$ cat src/rtl/hdown_scaler.sv
module hdown_scaler #(
  parameter int PIX_W      = 8,
  parameter int TAP_W      = 8,
  parameter int COEF_SHIFT = 6,
  parameter int FRAC_W     = 24,
  parameter int IDX_BITS   = 5
) (
  input  logic             clk,
  input  logic             rst_n,
  input  logic             cfg_we,
  input  logic [2:0]       cfg_addr,
  input  logic [31:0]      cfg_wdata,
  input  logic             in_valid,
  output logic             in_ready,
  input  logic [PIX_W-1:0] in_data,
  input  logic             in_sol,
  input  logic             in_eol,
  output logic             out_valid,
  input  logic             out_ready,
  output logic [PIX_W-1:0] out_data,
  output logic             out_sol,
  output logic             out_eol
);

  localparam int NTAPS    = 4;
  localparam int CW       = NTAPS * TAP_W;
  localparam int PHASES   = (1 << IDX_BITS) + 1;
  localparam int INT_W    = 24;
  localparam int ACC_W    = FRAC_W + INT_W;
  localparam int SUM_W    = PIX_W + TAP_W + 4;
  localparam int HALF_LSB = FRAC_W - IDX_BITS - 1;
  localparam logic [FRAC_W:0]   RND_ADD  = (FRAC_W+1)'(1) << HALF_LSB;
  localparam logic [IDX_BITS:0] HALF_IDX = (IDX_BITS+1)'(1 << (IDX_BITS-1));
  localparam logic [IDX_BITS:0] LAST_IDX = (IDX_BITS+1)'(PHASES - 1);
  localparam logic signed [SUM_W-1:0] PMAX = SUM_W'((1 << PIX_W) - 1);
  localparam logic signed [SUM_W-1:0] RBIAS = SUM_W'(1 << (COEF_SHIFT - 1));

  typedef enum logic [1:0] {S_IDLE, S_RUN, S_DRAIN} st_e;

  logic [31:0]       width_q, step_q;
  logic [FRAC_W-1:0] phase_q;
  logic              en_q, nn_q, ph0_q, cload_q;
  logic [1:0]        rpt_q;
  logic [3:0]        rcv_q;
  logic [IDX_BITS:0] cidx_q;
  logic [CW-1:0]     cmem [PHASES];

  st_e               st_q;
  logic [INT_W-1:0]  s_q;
  logic [ACC_W-1:0]  acc_q;
  logic [16:0]       icnt_q, ocnt_q;
  logic [1:0]        rep_q;
  logic [PIX_W-1:0]  win_q [NTAPS];

  logic [16:0] w_in, w_out;
  logic        bypass, pass, last, need_shift, src_in, src_tail, shift_go, out_fire;
  logic [INT_W:0]      target;
  logic [FRAC_W:0]     frac_rnd;
  logic [IDX_BITS:0]   pidx;
  logic [CW-1:0]       coef_w;
  logic [PIX_W-1:0]    shift_pix, filt_pix, near_pix;
  logic signed [SUM_W-1:0] prod [NTAPS];
  logic signed [SUM_W-1:0] sum, scaled;

  assign w_in   = {1'b0, width_q[31:16]} + 17'd1;
  assign w_out  = {1'b0, width_q[15:0]} + 17'd1;
  assign bypass = !en_q || (width_q[31:16] == width_q[15:0]);
  assign pass   = bypass && (st_q == S_IDLE);
  assign last   = (ocnt_q == w_out - 17'd1);

  assign target     = {1'b0, acc_q[ACC_W-1:FRAC_W]} + {{(INT_W-3){1'b0}}, rcv_q};
  assign need_shift = {1'b0, s_q} < target;
  assign src_in     = (rep_q == 2'd0) && (icnt_q < w_in);
  assign src_tail   = (rep_q == 2'd0) && !src_in;
  assign shift_go   = need_shift && (src_tail || in_valid);
  assign shift_pix  = src_tail ? win_q[NTAPS-1] : in_data;
  assign out_fire   = (st_q == S_RUN) && !need_shift && out_ready;

  assign frac_rnd = {1'b0, acc_q[FRAC_W-1:0]} + RND_ADD;
  assign pidx     = ph0_q ? '0 : frac_rnd[FRAC_W -: IDX_BITS+1];
  assign coef_w   = cmem[pidx];

  for (genvar g = 0; g < NTAPS; g++) begin : g_tap
    logic signed [SUM_W-1:0] pv, cv;
    assign pv = $signed({{(SUM_W-PIX_W){1'b0}}, win_q[g]});
    assign cv = $signed({{(SUM_W-TAP_W){coef_w[g*TAP_W+TAP_W-1]}}, coef_w[g*TAP_W +: TAP_W]});
    assign prod[g] = pv * cv;
  end

  always_comb begin
    sum = '0;
    for (int i = 0; i < NTAPS; i++) sum = sum + prod[i];
  end

  assign scaled = (sum + RBIAS) >>> COEF_SHIFT;

  always_comb begin
    if (scaled < 0)          filt_pix = '0;
    else if (scaled > PMAX)  filt_pix = PMAX[PIX_W-1:0];
    else                     filt_pix = scaled[PIX_W-1:0];
  end

  assign near_pix = (pidx < HALF_IDX) ? win_q[1] : win_q[2];

  always_comb begin
    if (pass) begin
      in_ready  = out_ready;
      out_valid = in_valid;
      out_data  = in_data;
      out_sol   = in_sol;
      out_eol   = in_eol;
    end else begin
      case (st_q)
        S_IDLE:  in_ready = !in_sol;
        S_RUN:   in_ready = need_shift && src_in;
        default: in_ready = 1'b1;
      endcase
      out_valid = (st_q == S_RUN) && !need_shift;
      out_data  = nn_q ? near_pix : filt_pix;
      out_sol   = (ocnt_q == 17'd0);
      out_eol   = last;
    end
  end

  always_ff @(posedge clk or negedge rst_n) begin
    if (!rst_n) begin
      width_q <= '0;
      step_q  <= 32'h0100_0000;
      phase_q <= '0;
      en_q    <= 1'b0;
      nn_q    <= 1'b0;
      ph0_q   <= 1'b0;
      rpt_q   <= 2'd1;
      rcv_q   <= 4'd4;
      cidx_q  <= '0;
      cload_q <= 1'b0;
    end else if (cfg_we) begin
      case (cfg_addr)
        3'd0: width_q <= cfg_wdata;
        3'd1: step_q  <= cfg_wdata;
        3'd2: begin
          en_q  <= cfg_wdata[0];
          nn_q  <= cfg_wdata[1];
          ph0_q <= cfg_wdata[2];
          rpt_q <= cfg_wdata[11:10];
          rcv_q <= cfg_wdata[23:20];
        end
        3'd3: phase_q <= cfg_wdata[FRAC_W-1:0];
        3'd4: if (cload_q && cidx_q <= LAST_IDX)
                cidx_q <= (cidx_q == LAST_IDX) ? '0 : cidx_q + 1'b1;
        3'd5: begin
          cidx_q  <= cfg_wdata[IDX_BITS:0];
          cload_q <= cfg_wdata[8];
        end
        default: ;
      endcase
    end
  end

  always_ff @(posedge clk) begin
    if (cfg_we && cfg_addr == 3'd4 && cload_q && cidx_q <= LAST_IDX)
      cmem[cidx_q] <= cfg_wdata[CW-1:0];
  end

  always_ff @(posedge clk or negedge rst_n) begin
    if (!rst_n) begin
      st_q   <= S_IDLE;
      s_q    <= '0;
      acc_q  <= '0;
      icnt_q <= '0;
      ocnt_q <= '0;
      rep_q  <= '0;
      for (int i = 0; i < NTAPS; i++) win_q[i] <= '0;
    end else begin
      case (st_q)
        S_IDLE: if (in_valid && in_sol && !bypass) begin
          st_q   <= S_RUN;
          s_q    <= '0;
          acc_q  <= {{INT_W{1'b0}}, phase_q};
          icnt_q <= '0;
          ocnt_q <= '0;
          rep_q  <= rpt_q;
          for (int i = 0; i < NTAPS; i++) win_q[i] <= '0;
        end
        S_RUN: begin
          if (shift_go) begin
            for (int i = 0; i < NTAPS-1; i++) win_q[i] <= win_q[i+1];
            win_q[NTAPS-1] <= shift_pix;
            s_q <= s_q + 1'b1;
            if (rep_q != 2'd0) rep_q <= rep_q - 2'd1;
            else if (src_in)   icnt_q <= icnt_q + 17'd1;
          end else if (out_fire) begin
            ocnt_q <= ocnt_q + 17'd1;
            acc_q  <= acc_q + {{(ACC_W-32){1'b0}}, step_q};
            if (last) st_q <= (icnt_q == w_in) ? S_IDLE : S_DRAIN;
          end
        end
        default: if (in_valid) begin
          icnt_q <= icnt_q + 17'd1;
          if (icnt_q + 17'd1 == w_in) st_q <= S_IDLE;
        end
      endcase
    end
  end

  a_r11_hold_output: assert property (@(posedge clk) disable iff (!rst_n)
    (st_q == S_RUN && out_valid && !out_ready && !cfg_we) |=> (out_valid && $stable(out_data)));

  a_r10_no_overread: assert property (@(posedge clk) disable iff (!rst_n)
    (st_q != S_IDLE) |-> (icnt_q <= w_in));

  a_r3_window_bound: assert property (@(posedge clk) disable iff (!rst_n)
    (st_q == S_RUN) |-> ({1'b0, s_q} <= target));

  a_r2_eol_ends_line: assert property (@(posedge clk) disable iff (!rst_n)
    (out_fire && out_eol) |=> (st_q != S_RUN));

  a_r4_index_advances: assert property (@(posedge clk) disable iff (!rst_n)
    (cfg_we && cfg_addr == 3'd4 && cload_q && cidx_q <= LAST_IDX) |=> (cidx_q != $past(cidx_q)));

  a_r6_repeat_no_consume: assert property (@(posedge clk) disable iff (!rst_n)
    (st_q == S_RUN && rep_q != 2'd0) |-> !in_ready);

endmodule

$ cat config.mk
export PLATFORM = sky130hd
export DESIGN_NAME = hdown_scaler
export DESIGN_NICKNAME = d
export VERILOG_FILES = /design/src/rtl/hdown_scaler.sv
export SDC_FILE = /design/constraint.sdc
export NUM_CORES = 2
export LEC_CHECK = 0
export CORE_MARGIN = 5
export CORE_UTILIZATION = 55
export CTS_CLUSTER_DIAMETER = 50
export CTS_CLUSTER_SIZE = 8
export DETAILED_ROUTE_END_ITERATION = 8
export HOLD_SLACK_MARGIN = 0.12
export PLACE_DENSITY = 0.7
export REMOVE_ABC_BUFFERS = 1
export SLEW_MARGIN = 20
export SYNTH_ARGS = -nofsm -noshare
export SYNTH_HDL_FRONTEND = slang
export SYNTH_SLANG_ARGS = --single-unit
$ cat constraint.sdc
create_clock -name clk -period 35.6 [get_ports clk]
set_clock_uncertainty 0.1 [all_clocks]
set_input_delay 5.34 -clock clk [delete_from_list [all_inputs] [get_ports clk]]
set_output_delay 5.34 -clock clk [all_outputs]
set_load 0.02 [all_outputs]
# Word level (Yosys, flattened, before mapping)
# Memory sizes are Yosys's and may differ from the RTL's.
# Cells that the tools add are included.
dict set report word_totals {
  output_inout_bits 12
  ramBits 1056
  register_bits 246
  word_cells 156
  n_memories 1
}
dict set report classes {
  magnitude_cmp 6
  mux 48
  reduce_logical 41
  mul 4
  eq_ne 21
  n_addsub 15
}
# name words width rd rd_ports_with_merged_regs write_ports line_no
set memory_table {}
lappend memory_table {cmem 33 32 1 0 1 46} ;# logic [CW-1:0] cmem [PHASES];
# operator n
set op_table {}
lappend op_table {{$mux 48} 3}
lappend op_table {{$mux 17} 7}
lappend op_table {{$pmux 48 s2} 1}
lappend op_table {{$mul 9x8->17} 4}
lappend op_table {{$pmux 17 s2} 2}
lappend op_table {{$mux 32} 2}
lappend op_table {{$pmux 32 s2} 1}
lappend op_table {{$eq 17x17->1} 3}
lappend op_table {{$add 48x32->48} 1}
lappend op_table {{$mux 24} 2}
lappend op_table {{$mux 8} 6}
lappend op_table {{$pmux 24 s2} 1}
lappend op_table {{$add 16x1->17 const B} 2}
lappend op_table {{$add 17x1->17 const B} 2}
lappend op_table {{$add 24x19->25 const B} 1}
lappend op_table {{$add 24x4->25} 1}
lappend op_table {{$lt 24x25->1} 1}
lappend op_table {{$add 24x1->24 const B} 1}
lappend op_table {{$add 19x17->20} 1}
lappend op_table {{$add 20x7->20 const B} 1}
lappend op_table {{$mux 2} 10}
lappend op_table {{$add 18x17->19} 1}
lappend op_table {{$add 17x17->18} 1}
lappend op_table {{$mux 6} 3}
lappend op_table {{other kinds (33)} 77}

# Depth between registers and ports, before layout
# An unclocked memory read counts as a cell.
dict set report depth {
  ltp_word 13
  ltp_mapped 41
  depth_no_buf 37
}

# Worst setup path before layout
# OpenSTA, ideal clock, no wires.
dict set report synth_timing {
  path_kind {register to output}
  start {register acc_q[18]}
  end {output out_data[7]}
  t_required_ns 30.160
  path_stages_with_launch 37
  setup_slack_ns 20.219
  n_path_buf 5
  t_arrival_ns 9.941
  cell_sequence {dfrtp_1 -> ha_1 -> nor2b_1 -> clkbuf_1 -> clkbuf_1 -> buf_1 -> mux4_2 -> nand2_1 -> nand3_1 -> a31oi_1 -> o21ai_1 -> and2_1 -> fa_1 -> inv_1 -> fa_1 -> inv_1 -> fa_1 -> fa_1 -> fa_1 -> fa_1 -> fa_1 -> inv_1 -> fa_1 -> inv_1 -> ha_1 -> clkdlybuf4s50_2 -> nand2_1 -> o21ai_0 -> a21o_1 -> a21o_1 -> nor3_1 -> a221o_1 -> xnor2_1 -> and2_2 -> bufbuf_8 -> o22ai_1 -> a31oi_1}
}
dict set report synth_via {
  elab_chain_cells 13
  word_cells_on_any_way 19
  cone_classes {add/sub: 5; mul: 4; order compare: 3; mux: 6; memory: 1}
}
# item line_no
set synth_rtl {}
lappend synth_rtl {{from (decl)} 50} ;# logic [ACC_W-1:0] acc_q;
lappend synth_rtl {{from (signal assigned)} 179} ;# acc_q <= {{INT_W{1'b0}}, phase_q};
lappend synth_rtl {{from (signal assigned)} 194} ;# acc_q <= acc_q + {{(ACC_W-32){1'b0}}, step_q};
lappend synth_rtl {{$add 24x19->25 (*)} 79} ;# assign frac_rnd = {1'b0, acc_q[FRAC_W-1:0]} + RND_ADD;
lappend synth_rtl {{$mux 6 (*)} 80} ;# assign pidx = ph0_q ? '0 : frac_rnd[FRAC_W -: IDX_BITS+1];
lappend synth_rtl {{$mem_v2 33x32} n/a}
lappend synth_rtl {{$mul 9x8->17} 87} ;# assign prod[g] = pv * cv;
lappend synth_rtl {{$add 17x17->18} 92} ;# for (int i = 0; i < NTAPS; i++) sum = sum + prod[i];
lappend synth_rtl {{$add 18x17->19} 92}
lappend synth_rtl {{$add 19x17->20} 92}
lappend synth_rtl {{$add 20x7->20} 95} ;# assign scaled = (sum + RBIAS) >>> COEF_SHIFT;
lappend synth_rtl {{$gt 14x9->1} 99} ;# else if (scaled > PMAX) filt_pix = PMAX[PIX_W-1:0];
lappend synth_rtl {{$mux 8} 99}
lappend synth_rtl {{$mux 8} 98} ;# if (scaled < 0) filt_pix = '0;
lappend synth_rtl {{$mux 8 (*)} 119} ;# out_data = nn_q ? near_pix : filt_pix;
lappend synth_rtl {{$mux 8 (*)} 106} ;# if (pass) begin
lappend synth_rtl {{to (decl)} 20} ;# output logic [PIX_W-1:0] out_data,
# Every way passes the cells marked *; elsewhere a longest branch is shown, timed or not.

# Final worst setup path
# Ends and elaborated chain as after synthesis.

==> impl_metrics.yaml <==
clocking:
  cts_resized: 0
  tritoncts: "done"
  cts_sinks: 1302
  cts_setup_buffers: 0
  cts_hold_buf: 0
  worstSkewPairLatency_ps: 780
  clk_pin_slew_ps: 50
  cts_made_buffers: 186
  htreeDepth: 4
  clockRootBuffer: "clkbuf_16"
  cts_buffer_depth: 3
floorplan:
  rows: 126
  die_w_um: 356
  initial_core_util: 0.556
  die_area_um2: 127000
  coreArea_um2: 118000
  ios: 62
  die-height_um: 356
global_routing:
  grt_max_degree: 165
  gr-total-overflow: 0
  grt_pass1_vias: 40900
  track_usage: 0.270
  antenna_found_initial: 3
  grt_pass1_wl_mm: 256
synth:
  yosysWarnings: 0
  netlist.area_leader.share: 0.482
  ys_seq_area_frac: 0.576
  synth.distinct_cells: 94
  synth_compound_area_frac: 0.0510
  synth_fa_ha_area_frac: 0.117
  synth_mux_area_frac: 0.106
  netlist_instances: 4705
  synth_area_leaders: "edfxtp_1 48%, dfrtp_1 9.2%, mux4_2 8.5%"
  synth_top_family_by_area: "adder cells"
  ys.flop_type: "edfxtp_1"
  synthSimpleGateAreaFrac: 0.0916
  netlist_area_um2: 65800
  synth_edf_count: 1056
  avgSynthCellArea_um2: 14.0
  synth_xor_area_frac: 0.0227
  yosysTopAreaCell: "edfxtp_1"
  synth_seq_cells: 1302
  synth_async_sr_flop_share: 0.189
flow_run:
  drv_cap: 0
setup_path:
  worst_path_most_repeated_cell: "fa_1"
  path_class: "reg -> out"
  reg2reg_from: "acc_q[25]$_DFFE_PN0P_"
  crit_path_end_kind: "primary output"
  endpoint: "out_data[7]"
  r2r_setup_slack_ps: 29080
  r2r_end: "g_tap[3].pv[5]$_DFFE_PN0P_"
  crit_path_top_delay_cell: "buf_4"
  cp_max_fo: 46
  required_ps: 30160
  start_kind: "register"
  crit_arrival_ps: 14970
  ff2ff_path_depth: 22
  cp-startpoint: "acc_q[18]$_DFFE_PN0P_"
  slowest_delay_ps: 870
run_status:
  status: "finished clean"
sta:
  rsz0062_at_grt: "false"
  hold_violations: 0
  slew_headroom: 0.170
  setup_tns_ps: 0
  drv_slew: 0
  period_needed_ps: 20410
  setup_viol: 0
  tightest_slew_ps: 1240
  finalCritPeriodShare: 0.573
  fmax_mhz: 49.0
drt:
  detail-route-antenna-nets: 0
  firstDrtPassIters: 5
  routed_wl_mm: 169
  drc_errors: 0
  via_count: 40000
  routed_via_density: 6.14
  wl_per_cell_um: 25.9
  drt_iter0_drc: 4546
worst_hold_path:
  hp-class: "reg -> reg"
layout:
  n_fill_cell: 8627
  area_growth_pct: 12.5
  final_common_cell: "edfxtp_1"
  mostFrequentLayoutCells: "1056 x edfxtp_1, 500 x nand2_1, 388 x inv_1"
  drive_above_1_share: 0.159
  finalNetCount: 5375
place:
  dpl.hpwl_mm: 101
  io_buffers: 61
  place_congestion: 0.907
## layer usage
metal | wire [um] | share of wire | global-route usage
met4 | 4550 | 0.027 | 0.0760
met5 | 0 | 0 | 0
met1 | 70000 | 0.41 | 0.389
met3 | 14600 | 0.086 | 0.0448
met2 | 79600 | 0.47 | 0.434
## state kept, by name, summed over array words and instances, names as in the netlist, 17 cells and up
name      flops
s_q          24
phase_q      24
cmem       1056
ocnt_q       17
g_tap.pv     32
width_q      32
step_q       32
icnt_q       17
acc_q        48
## cells by family after synthesis
| group | count (synthesis) |
|---|---|
| compound gates | 517 |
| buf+inv | 598 |
| mux | 374 |
| fa+ha+maj | 472 |
| xor+xnor | 170 |
| simple gates | 1272 |
| flops | 1302 |
## worst min-delay path by stage
| stage | cells past startpoint | start | to | slack, ps |
|---|---|---|---|---|
| floorplan | 2 | acc_q[12]$_DFFE_PN0P_ | acc_q[12]$_DFFE_PN0P_ | 350 |
| global placement | 2 | acc_q[3]$_DFFE_PN0P_ | acc_q[3]$_DFFE_PN0P_ | 370 |
| detailed placement | 2 | acc_q[5]$_DFFE_PN0P_ | acc_q[5]$_DFFE_PN0P_ | 380 |
| CTS | 2 | acc_q[5]$_DFFE_PN0P_ | acc_q[5]$_DFFE_PN0P_ | 390 |
| global route | 2 | acc_q[8]$_DFFE_PN0P_ | acc_q[8]$_DFFE_PN0P_ | 410 |
| finish | 2 | acc_q[5]$_DFFE_PN0P_ | acc_q[5]$_DFFE_PN0P_ | 380 |
## through the flow
| step | area [um^2] | utilization | instances | setup slack (ps) | hold WS, ps |
|---|---|---|---|---|---|
| floorplan | 64900 | - | 4496 | 2780 | 354 |
| global placement | 68700 | 0.580 | 6265 | 15990 | 366 |
| detailed placement | 68700 | 0.580 | 6265 | 15770 | 375 |
| CTS | 74000 | 0.625 | 6524 | 14950 | 386 |
| global route | 74000 | 0.625 | 6524 | 14050 | 406 |
| finish | 74000 | 0.625 | 6527 | 15190 | 379 |
## cell type report
| type | count | area (um^2) | area share |
|---|---|---|---|
| timing repair buffer | 169 | 1460 | 0.0197 |
| clock buffer | 237 | 4900 | 0.0661 |
| multi-input combinational | 2805 | 25900 | 0.350 |
| sequential | 1302 | 37900 | 0.512 |
| tap | 1600 | 2000 | 0.0270 |
| inverter | 389 | 1460 | 0.0197 |
| clock inverter | 22 | 389 | 0.00526 |
| antenna | 3 | 7.51 | 0.000101 |
## synthesized netlist by cell type (43+ instances only)
cell / number
edfxtp_1: 1056
nand2_1: 502
inv_1: 388
mux4_2: 248
dfrtp_1: 243
fa_1: 238
ha_1: 234
nor2_1: 232
and2_1: 184
clkbuf_1: 147
nand3_1: 135
o21ai_0: 126
xnor2_1: 113
a21oi_1: 107
mux2_2: 100
xor2_1: 56
a21o_1: 45
a31oi_1: 43
## worst max-delay path, delay by kind of cell (launching register included)
kind	cells	cell delay [ps]
DFF	1	450
AOI/OAI and AO/OA	8	1840
buffers and inverters	9	3810
muxes	1	570
adders and majority gates	10	4970
and+or+nand+nor	7	2410
Power is left out: the tool's default activity adds up to more than one toggle a clock period on the data nets, which glitch-free logic cannot reach.
